### config.mk
export PLATFORM = sky130hd
export DESIGN_NAME = sdram_cmd_tracker
export DESIGN_NICKNAME = d
export VERILOG_FILES = /design/src/rtl/sdcm_pkg.sv /design/src/rtl/sdcm_decode.sv /design/src/rtl/sdcm_bank_slot.sv /design/src/rtl/sdcm_rule_check.sv /design/src/rtl/sdram_cmd_tracker.sv
export SDC_FILE = /design/constraint.sdc
export NUM_CORES = 1
export LEC_CHECK = 0
export ABC_CLOCK_PERIOD_IN_PS = 4300
export BUFFER_PORTS_ARGS = -buffer_cell sky130_fd_sc_hd__buf_2
export CAP_MARGIN = 40
export CORE_AREA = 2 2 83 85
export DETAILED_ROUTE_END_ITERATION = 10
export DIE_AREA = 0 0 85 87
export PLACE_DENSITY = 0.91
export SLEW_MARGIN = 20
export SYNTH_ARGS = -nofsm -noshare
export SYNTH_HDL_FRONTEND = slang
export SYNTH_SLANG_ARGS = --single-unit
### constraint.sdc
create_clock -name clk -period 4.3 [get_ports clk]
set_clock_uncertainty 0.05 [all_clocks]
set_input_delay 0.645 -clock clk [delete_from_list [all_inputs] [get_ports clk]]
set_output_delay 0.645 -clock clk [all_outputs]
set_load 0.03 [all_outputs]
### src/rtl/sdcm_pkg.sv
// Shared definitions for the SDRAM command decoder and bank tracker.
// Assumes: one command code per cycle, carried as a one-hot vector.
package sdcm_pkg;
    localparam int CMD_N = 10;

    // Bit positions inside the one-hot command vector.
    typedef enum int unsigned {
        C_NOP  = 0,
        C_HOLD = 1,
        C_MRS  = 2,
        C_AREF = 3,
        C_SREF = 4,
        C_ACT  = 5,
        C_RD   = 6,
        C_WR   = 7,
        C_PRE  = 8,
        C_BST  = 9
    } cmd_idx_e;
endpackage

### src/rtl/sdcm_decode.sv
// Pin-level command decoder.
// Turns the sampled control levels into a one-hot command for this edge.
// It also keeps the clock-enable level of the previous edge, which decides
// whether the current edge carries a command at all.
// Assumes: the inputs are stable around the rising edge of clk.
module sdcm_decode
    import sdcm_pkg::*;
(
    input  logic             clk,
    input  logic             rst_n,
    input  logic             cke,
    input  logic             cs_n,
    input  logic             ras_n,
    input  logic             cas_n,
    input  logic             we_n,
    output logic [CMD_N-1:0] cmd_oh,
    output logic             hold
);
    logic cke_prev_q;

    // Remember the clock-enable level seen at the previous edge.
    always_ff @(posedge clk) begin
        if (!rst_n) cke_prev_q <= 1'b1;
        else        cke_prev_q <= cke;
    end

    assign hold = !cke_prev_q;

    // Map the strobe pattern onto a single command bit.
    always_comb begin
        cmd_oh = '0;
        if (!cke_prev_q) begin
            cmd_oh[C_HOLD] = 1'b1;
        end else if (cs_n) begin
            cmd_oh[C_NOP] = 1'b1;
        end else begin
            unique case ({ras_n, cas_n, we_n})
                3'b000:  cmd_oh[C_MRS] = 1'b1;
                3'b001:  begin
                    if (cke) cmd_oh[C_AREF] = 1'b1;
                    else     cmd_oh[C_SREF] = 1'b1;
                end
                3'b011:  cmd_oh[C_ACT] = 1'b1;
                3'b101:  cmd_oh[C_RD]  = 1'b1;
                3'b100:  cmd_oh[C_WR]  = 1'b1;
                3'b010:  cmd_oh[C_PRE] = 1'b1;
                3'b110:  cmd_oh[C_BST] = 1'b1;
                default: cmd_oh[C_NOP] = 1'b1;
            endcase
        end
    end

    AST_HOLD_AFTER_CKE_LOW: assert property (@(posedge clk) disable iff (!rst_n)
        !cke |=> cmd_oh[C_HOLD]);
endmodule

### src/rtl/sdcm_bank_slot.sv
// State of one bank: the open flag, the open row and the auto-precharge
// countdown.
// Assumes: the hit inputs are already qualified by bank select, and
// act_hit / rwap_hit only take effect when the bank state makes them legal.
module sdcm_bank_slot #(
    parameter int ADDR_W    = 13,
    parameter int BURST_LEN = 4
) (
    input  logic              clk,
    input  logic              rst_n,
    input  logic              hold,
    input  logic              pre_hit,
    input  logic              act_hit,
    input  logic              rwap_hit,
    input  logic [ADDR_W-1:0] row_in,
    output logic              open_o,
    output logic              busy_o,
    output logic [ADDR_W-1:0] row_o
);
    localparam int CNT_W = $clog2(BURST_LEN + 1);

    logic              open_q;
    logic [CNT_W-1:0]  cnt_q;
    logic [ADDR_W-1:0] row_q;

    // Next-state for open flag, row and countdown; a held cycle keeps all.
    always_ff @(posedge clk) begin
        if (!rst_n) begin
            open_q <= 1'b0;
            cnt_q  <= '0;
            row_q  <= '0;
        end else if (!hold) begin
            if (pre_hit) begin
                open_q <= 1'b0;
                cnt_q  <= '0;
            end else if (act_hit && !open_q) begin
                open_q <= 1'b1;
                row_q  <= row_in;
            end else if (rwap_hit && open_q && cnt_q == '0) begin
                cnt_q <= CNT_W'(BURST_LEN);
            end else if (cnt_q != '0) begin
                cnt_q <= cnt_q - 1'b1;
                if (cnt_q == CNT_W'(1)) open_q <= 1'b0;
            end
        end
    end

    assign open_o = open_q;
    assign busy_o = (cnt_q != '0);
    assign row_o  = row_q;

    AST_HOLD_KEEPS_STATE: assert property (@(posedge clk) disable iff (!rst_n)
        hold |=> $stable(open_q) && $stable(cnt_q) && $stable(row_q));
    AST_ACT_LATCHES_ROW: assert property (@(posedge clk) disable iff (!rst_n)
        (!hold && act_hit && !pre_hit && !open_q) |=> open_q && row_q == $past(row_in));
    AST_BUSY_IMPLIES_OPEN: assert property (@(posedge clk) disable iff (!rst_n)
        busy_o |-> open_o);
endmodule

### src/rtl/sdcm_rule_check.sv
// Ordering rules for the command decoded this cycle.
// Checks the command against the bank state from before the edge.
// Assumes: cmd_oh is one-hot; a held cycle never flags.
module sdcm_rule_check
    import sdcm_pkg::*;
#(
    parameter int BANK_W = 2
) (
    input  logic [CMD_N-1:0]       cmd_oh,
    input  logic [BANK_W-1:0]      bank,
    input  logic [(1<<BANK_W)-1:0] open_vec,
    input  logic [(1<<BANK_W)-1:0] busy_vec,
    output logic                   viol
);
    logic rw_bad, act_bad, global_bad;

    // Evaluate each illegal-ordering case and merge them.
    always_comb begin
        rw_bad     = (cmd_oh[C_RD] || cmd_oh[C_WR]) && (!open_vec[bank] || busy_vec[bank]);
        act_bad    = cmd_oh[C_ACT] && open_vec[bank];
        global_bad = (cmd_oh[C_MRS] || cmd_oh[C_AREF] || cmd_oh[C_SREF]) && (|open_vec);
        viol       = rw_bad || act_bad || global_bad;
    end
endmodule

### src/rtl/sdram_cmd_tracker.sv
// SDRAM command decoder and four-bank tracker, top level.
// Decodes the sampled pins, updates per-bank state and registers the
// command, its qualifiers and an ordering-violation pulse.
// Assumes: bit AP_BIT of addr is the auto-precharge / all-banks flag.
module sdram_cmd_tracker
    import sdcm_pkg::*;
#(
    parameter int ADDR_W    = 13,
    parameter int BANK_W    = 2,
    parameter int AP_BIT    = 10,
    parameter int BURST_LEN = 4
) (
    input  logic                          clk,
    input  logic                          rst_n,
    input  logic                          cke,
    input  logic                          cs_n,
    input  logic                          ras_n,
    input  logic                          cas_n,
    input  logic                          we_n,
    input  logic [BANK_W-1:0]             ba,
    input  logic [ADDR_W-1:0]             addr,
    output logic [CMD_N-1:0]              cmd_oh,
    output logic [BANK_W-1:0]             cmd_bank,
    output logic                          cmd_ap,
    output logic                          cmd_all,
    output logic [(1<<BANK_W)-1:0]        bank_open,
    output logic [(1<<BANK_W)*ADDR_W-1:0] bank_row,
    output logic                          violation
);
    localparam int NBANK = 1 << BANK_W;

    logic [CMD_N-1:0] dec_oh;
    logic             hold;
    logic             ap_bit;
    logic             is_rw;
    logic [NBANK-1:0] open_vec, busy_vec;
    logic             viol_c;

    assign ap_bit = addr[AP_BIT];
    assign is_rw  = dec_oh[C_RD] || dec_oh[C_WR];

    sdcm_decode u_decode (
        .clk    (clk),
        .rst_n  (rst_n),
        .cke    (cke),
        .cs_n   (cs_n),
        .ras_n  (ras_n),
        .cas_n  (cas_n),
        .we_n   (we_n),
        .cmd_oh (dec_oh),
        .hold   (hold)
    );

    for (genvar i = 0; i < NBANK; i++) begin : g_bank
        logic sel;
        assign sel = (ba == BANK_W'(i));

        sdcm_bank_slot #(
            .ADDR_W    (ADDR_W),
            .BURST_LEN (BURST_LEN)
        ) u_slot (
            .clk      (clk),
            .rst_n    (rst_n),
            .hold     (hold),
            .pre_hit  (dec_oh[C_PRE] && (ap_bit || sel)),
            .act_hit  (dec_oh[C_ACT] && sel),
            .rwap_hit (is_rw && ap_bit && sel),
            .row_in   (addr),
            .open_o   (open_vec[i]),
            .busy_o   (busy_vec[i]),
            .row_o    (bank_row[i*ADDR_W +: ADDR_W])
        );
    end

    sdcm_rule_check #(
        .BANK_W (BANK_W)
    ) u_rules (
        .cmd_oh   (dec_oh),
        .bank     (ba),
        .open_vec (open_vec),
        .busy_vec (busy_vec),
        .viol     (viol_c)
    );

    // Register the decoded command and its qualifiers for one cycle.
    always_ff @(posedge clk) begin
        if (!rst_n) begin
            cmd_oh    <= CMD_N'(1) << C_NOP;
            cmd_bank  <= '0;
            cmd_ap    <= 1'b0;
            cmd_all   <= 1'b0;
            violation <= 1'b0;
        end else begin
            cmd_oh    <= dec_oh;
            cmd_bank  <= ba;
            cmd_ap    <= is_rw && ap_bit;
            cmd_all   <= dec_oh[C_PRE] && ap_bit;
            violation <= viol_c;
        end
    end

    assign bank_open = open_vec;

    AST_CMD_ONEHOT: assert property (@(posedge clk) disable iff (!rst_n)
        $countones(cmd_oh) == 1);
    AST_PREALL_CLOSES: assert property (@(posedge clk) disable iff (!rst_n)
        (dec_oh[C_PRE] && ap_bit) |=> bank_open == '0);
    AST_RW_CLOSED_FLAG: assert property (@(posedge clk) disable iff (!rst_n)
        (is_rw && !open_vec[ba]) |=> violation);
    AST_GLOBAL_OPEN_FLAG: assert property (@(posedge clk) disable iff (!rst_n)
        ((dec_oh[C_MRS] || dec_oh[C_AREF] || dec_oh[C_SREF]) && (|open_vec)) |=> violation);
endmodule

Word-level counts from Yosys, hierarchy flattened
Index checks and enable logic that the tools add are counted.
Operators by class
  magnitude comparators: 1
  $add $sub $neg: 4
  equal/unequal tests: 21
  muxes and demuxes: 55
  bitwise gates (word level): 6
  reduce and logical (&&, ||, !) cells: 81
Operators with widths (count)
  $mux W3: 16
  $reduce_bool A3 Y1: 16
  $mux W1: 34
  $logic_and A1 B1 Y1: 29
  $reduce_and A3 Y1: 8
  $reduce_and A4 Y1: 4
  $eq A3 B1 Y1 const B: 5
  $logic_not A3 Y1: 5
  $mux W7: 2
  $ne A3 B1 Y1 const B: 4
  $sub A3 B1 Y3 const B: 4
  $logic_or A1 B1 Y1: 10
  $eq A3 B3 Y1 const B: 3
  $ne A2 B1 Y1 const B: 4
  $reduce_or A7 Y1: 1
  $eq A3 B2 Y1 const B: 2
  $not A1 Y1: 6
  $logic_not A1 Y1: 5
  $bmux W1 S2: 2
  $eq A2 B2 Y1 const B: 2
  $reduce_or A4 Y1: 1
  $lt A2 B3 Y1 const B: 1
  $reduce_or A3 Y1: 1
  $eq A2 B1 Y1 const B: 1
  2 further kinds: 2
Word-level totals
  input port bits: 22
  word-level logic and storage cells: 187
  flip-flop bits (word level): 84
  output and inout bits: 71

Logic depth before layout (Yosys ltp)
  depth in word-level cells: 12
  depth in mapped cells: 7
  mapped depth without buffers: 6

Modules after synthesis
A second synthesis with hierarchy kept.
Second synthesis, totals
  cells, all modules: 439
  area total of the unflattened synthesis: 3882.5 µm²
Modules (own cells, without submodules)
  sdcm_bank_slot: cells each 90, seq. area each 340.3 µm², area an instance 785.8 µm², times used 4
  sdram_cmd_tracker: cells each 51, seq. area each 300.3 µm², area an instance 516.7 µm², times used 1
  sdcm_decode: cells each 20, seq. area each 20.0 µm², area an instance 133.9 µm², times used 1
  sdcm_rule_check: cells each 8, seq. area each 0.0 µm², area an instance 88.8 µm², times used 1

Worst setup path before layout
No wires, ideal clock.
  path kind: input-to-reg
  from: input port ras_n
  to: register g_bank[3].u_slot.row_q[8]
  setup slack: 2.281 ns
  required time: 4.118 ns
  data arrival time: 1.837 ns
  library setup time: 0.132 ns
  path buffers: 2
  cell stages on the path: 6
  cell sequence: nand4bb_4 -> or4_1 -> clkbuf_1 -> clkbuf_1 -> nand2_1 -> a21oi_1
Between the ends
  word-level cells in the longest chain between the ends: 7
  elaborated cells on any way between the ends: 11
  those cells by class: eq/ne: 2; mux: 4; bitwise: 1; reduce/logical: 4
RTL lines
  start, declared: line sdram_cmd_tracker.sv:17  | input logic ras_n,
  $eq A3 B2 Y1: line sdcm_decode.sv:37  | unique case ({ras_n, cas_n, we_n})
  $mux W1: line sdcm_decode.sv:37
  $mux W7 (*): line sdcm_decode.sv:34  | end else if (cs_n) begin
  $mux W7 (*): line sdcm_decode.sv:32  | if (!cke_prev_q) begin
  $logic_and A1 B1 Y1 (on tied branches): line sdram_cmd_tracker.sv:66, sdram_cmd_tracker.sv:65
  $logic_and A1 B1 Y1 / $not A1 Y1 (equally long branches)
  $reduce_and A3 Y1 (no source line) (*)
  end signal, assigned: line sdcm_bank_slot.sv:38  | row_q <= row_in;
  end, declared: line sdcm_bank_slot.sv:24  | logic [ADDR_W-1:0] row_q;
Mark *: on every way between the ends. The rest lies on a longest branch, timed or not.
A chain may end at the register's enable or synchronous reset.

Final worst setup path
  from: register u_decode.cke_prev_q
  to: register g_bank[1].u_slot.cnt_q[2]
Between the ends
  word-level cells in the longest chain between the ends: 9
  elaborated cells on any way between the ends: 15
  those cells by class: eq/ne: 1; mux: 4; reduce/logical: 10
RTL lines
  start, declared: line sdcm_decode.sv:19  | logic cke_prev_q;
  start signal, assigned: line sdcm_decode.sv:24  | else cke_prev_q <= cke;
  $mux W7: line sdcm_decode.sv:32
  $logic_or A1 B1 Y1: line sdram_cmd_tracker.sv:40  | assign is_rw = dec_oh[C_RD] || dec_oh[C_WR];
  $logic_and A1 B1 Y1 (2 in a row): line sdram_cmd_tracker.sv:67  | .rwap_hit (is_rw && ap_bit && sel),
  $logic_and A1 B1 Y1 (2 in a row): line sdcm_bank_slot.sv:39  | end else if (rwap_hit && open_q && cnt_q == '0) begin
  $mux W3: line sdcm_bank_slot.sv:39
  $mux W3: line sdcm_bank_slot.sv:36  | end else if (act_hit && !open_q) begin
  $mux W3: line sdcm_bank_slot.sv:33  | if (pre_hit) begin
  end signal, assigned: line sdcm_bank_slot.sv:40  | cnt_q <= CNT_W'(BURST_LEN);
  end signal, assigned: line sdcm_bank_slot.sv:42  | cnt_q <= cnt_q - 1'b1;
  end, declared: line sdcm_bank_slot.sv:23  | logic [CNT_W-1:0] cnt_q;
Parallel ways exist; a longest one is shown, timed or not. The select of a mux whose other input is x is not followed.

==> metrics.cfg <==
[run_status]
status = completed

[drt]
via_per_inst = 5.74
firstDrtPassIters = 5
drc = 0
vias = 3346
drtAntennaViolNets = 0
routedWlPerCell_um = 15.6
initialDrtViolationCount = 384
drt_wl_total_mm = 9.08

[critical_path]
ff2ff_setup_slack_ns = 1.83
rr_worst_depth = 5
cp_max_fo = 14
slowest_delay_ns = 0.62
cp_slowest_cell = dfxtp_1
cp-endpoint = g_bank[1].u_slot.cnt_q[2]
timing.rr.end = g_bank[1].u_slot.cnt_q[2]
crit_arrival_ns = 2.62
end_kind = flip-flop
crit_start = u_decode.cke_prev_q
critPathRequiredTime_ns = 4.46
timing.rr.start = u_decode.cke_prev_q
path_cells = and4bb_2 -> nand4b_1 -> nand2_1 -> mux2i_1 -> a211oi_1
startpoint_type = flip-flop
worstSetupPathType = flip-flop to flip-flop

[yosys]
synth_top_family_by_area = simple AND/OR/NAND/NOR gates
syn_inst = 419
synth-simple-area-share_pct = 24.6
synth_edf_count = 0
synthAdderAreaFrac_pct = 4.29
syn_area_um2 = 3500
avgSynthCellArea_um2 = 8.35
synth.net_count = 453
ys_types = 44
ys_seq_area_share_pct = 48.1
yosys_warnings = 0
synthMuxAreaShare_pct = 1.57
async_flop_share_pct = 0
yosys.area_share.xor_xnor_pct = 0
synth_compound_area_share_pct = 16.5
ys_seq_elements = 84
synthFlopType = dfxtp_1

[power_and_ir_drop]
p_leak_nw = 1.82
p_per_area_nw_per_um2 = 461
peakVddDrop_mv = 0.354

[clock_network]
clkTransAtPathRegs_ns = 0.09
clock_latency_ns = 0.35
root_buffer = clkbuf_8
tritoncts = built
numCtsBuffers = 9
hold_buffers = 0
cts_buffer_depth = 2
post_cts_buffers = 0
ctsResizeCount = 0
clkSinkCount = 84
htree_levels = 3

[layout]
area_delta_synth_final_pct = 19.7
final_cells = 583
drive_gt1_share_pct = 24.1
final_net_count = 532
antennaDiodeCount = 0

[timing]
rsz0062_at_grt = false
tns_ns = 0
finalMaxSlewViolations = 0
slew_headroom_pct = 46.6
period_share_pct = 57.4
period_needed_ns = 2.47
setup_violations = 0
fmax_ghz = 0.405
worst_pin_slew_ns = 0.797
hold_violations = 0

[floorplanning]
ios = 93
die_h_um = 87
core-area_um2 = 6570
die-area_um2 = 7400
initial_utilization_pct = 53.3
std_cell_rows = 30
die_w_um = 85

[global_routing]
grt_use_total_pct = 24.4
grt_pass1_wl_mm = 14.4
antenna_found_initial = 0
grt_start_max_net_pins = 65
grt-ovfl-total = 0
grt_pass1_vias = 3098

[place]
place_inst = 567
port_buffers = 92
gp_congestion = 0.851
dp_hpwl_mm = 6.42

[worst_hold_path]
worstHoldPathType = flip-flop to flip-flop
holdPathStages = 2

[job]
maxCapViolCount = 0

[layout make-up]
cell class	instances	area, um^2
clock buffer	10	128
clock inverter	6	96.3
fill	524	2380
inverter	13	48.8
multi-input combinational	295	1650
sequential	84	1680
tap	80	100
timing repair buffer	95	483
[synthesized netlist by cell type (2+ instances only)]
library cell	n	area (um^2)
a311oi_1	2	17.5
o211a_1	2	20.0
o221a_2	3	33.8
nor2b_1	7	43.8
clkbuf_1	16	60.1
o21ai_0	6	30.0
a211oi_1	4	30.0
nand4b_1	2	17.5
and2_1	4	25.0
a211o_1	3	26.3
o22ai_1	2	12.5
dfxtp_1	84	1680
nor2_1	15	56.3
a21oi_1	66	330
inv_1	12	45.0
or4_1	6	45.0
nand2_1	116	435
and3_1	3	18.8
a221oi_1	2	17.5
buf_4	4	30.0
mux4_2	2	45.0
buf_2	7	35.0
nor4_1	4	25.0
ha_1	12	150
nand2b_1	5	31.3
a21o_1	3	22.5
nand4_1	2	12.5
nand3_1	4	20.0
nor3_1	6	30.0
[through the flow]
step | total power, W | hold slack [ns] | util (%) | setup WS [ns] | instance area, um^2
after global placement | 0.00127 | 0.386 | 60.0 | 1.72 | 3940
after CTS | 0.00193 | 0.403 | 63.8 | 1.90 | 4190
after detailed placement | 0.00130 | 0.392 | 60.4 | 1.67 | 3970
after floorplan | 0.00120 | 0.377 | - | 2.28 | 3500
final | 0.00193 | 0.403 | 63.8 | 1.83 | 4190
after global routing | 0.00202 | 0.411 | 63.8 | 1.70 | 4190
[power by group]
group	switching, W	leakage (nW)	internal, W	total (W)
Sequential	0.0000440	0.680	0.000827	0.000871
Clock	0.000292	0.109	0.000334	0.000626
Combinational	0.000257	1.03	0.000178	0.000435
Total	0.000593	1.82	0.00134	0.00193
[registers in the layout, summed over array words and instances (netlist names)]
register	flops
cmd_oh	10
violation	1
cmd_ap	1
g_bank.u_slot.cnt_q	12
g_bank.u_slot.open_o	4
cmd_all	1
g_bank.u_slot.row_o	52
cmd_bank	2
u_decode.cke_prev_q	1
[per-layer routing]
layer / GRT usage, % / up-vias / wire [um]
li1: - / 1588 / -
met1: 32.4 / 1552 / 3750
met2: 36.8 / 177 / 4320
met3: 5.21 / 29 / 722
met4: 14.1 / 0 / 289
met5: 0 / - / 0
[worst min path at each step]
stage | start | to | slack [ns]
6_report | g_bank[1].u_slot.row_o[5] | g_bank[1].u_slot.row_o[5] | 0.40
5_1_grt | cke | cmd_oh[4] | 0.41
4_1_cts | cke | cmd_oh[4] | 0.40
3_5_place_dp | g_bank[1].u_slot.row_o[5] | g_bank[1].u_slot.row_o[5] | 0.39
3_3_place_gp | g_bank[1].u_slot.row_o[12] | g_bank[1].u_slot.row_o[12] | 0.39
2_1_floorplan | g_bank[3].u_slot.cnt_q[1] | g_bank[3].u_slot.cnt_q[1] | 0.38
[placed cells by master (no fill, tap or decap), drive strengths merged, types with 2 or more instances in the layout]
master,count
a221oi,2
a21o,3
nand4,2
dfxtp,84
or4,6
nand3,4
o221a,3
and3,3
inv,15
o211a,2
o21ai,7
mux4,2
clkbuf,10
nand4b,2
nor3,7
ha,12
a211oi,4
and2,4
nor2,15
nand2b,5
o22ai,2
nor4,4
a211o,3
nand2,116
nor4b,2
a311oi,2
a21oi,66
nand4bb,2
buf,95
nor2b,7
bufinv,2
[worst max-delay path, delay by kind of cell (launching register included)]
kind	cells	cell delay, ns
multiplexers	1	0.23
AO/OA/AOI/OAI	1	0.07
AND/OR/NAND/NOR	3	1.37
flip-flops	1	0.62
[cells by family (layout without fill, tap and decap cells)]
kind of cell	after synthesis	after routing
and+or+nand+nor	182	182
AOI/OAI and AO/OA	98	98
DFF	84	84
buffers and inverters	40	124
adders and majority gates	12	12
muxes	3	3
No activity file was read; power rests on OpenSTA's default activity.
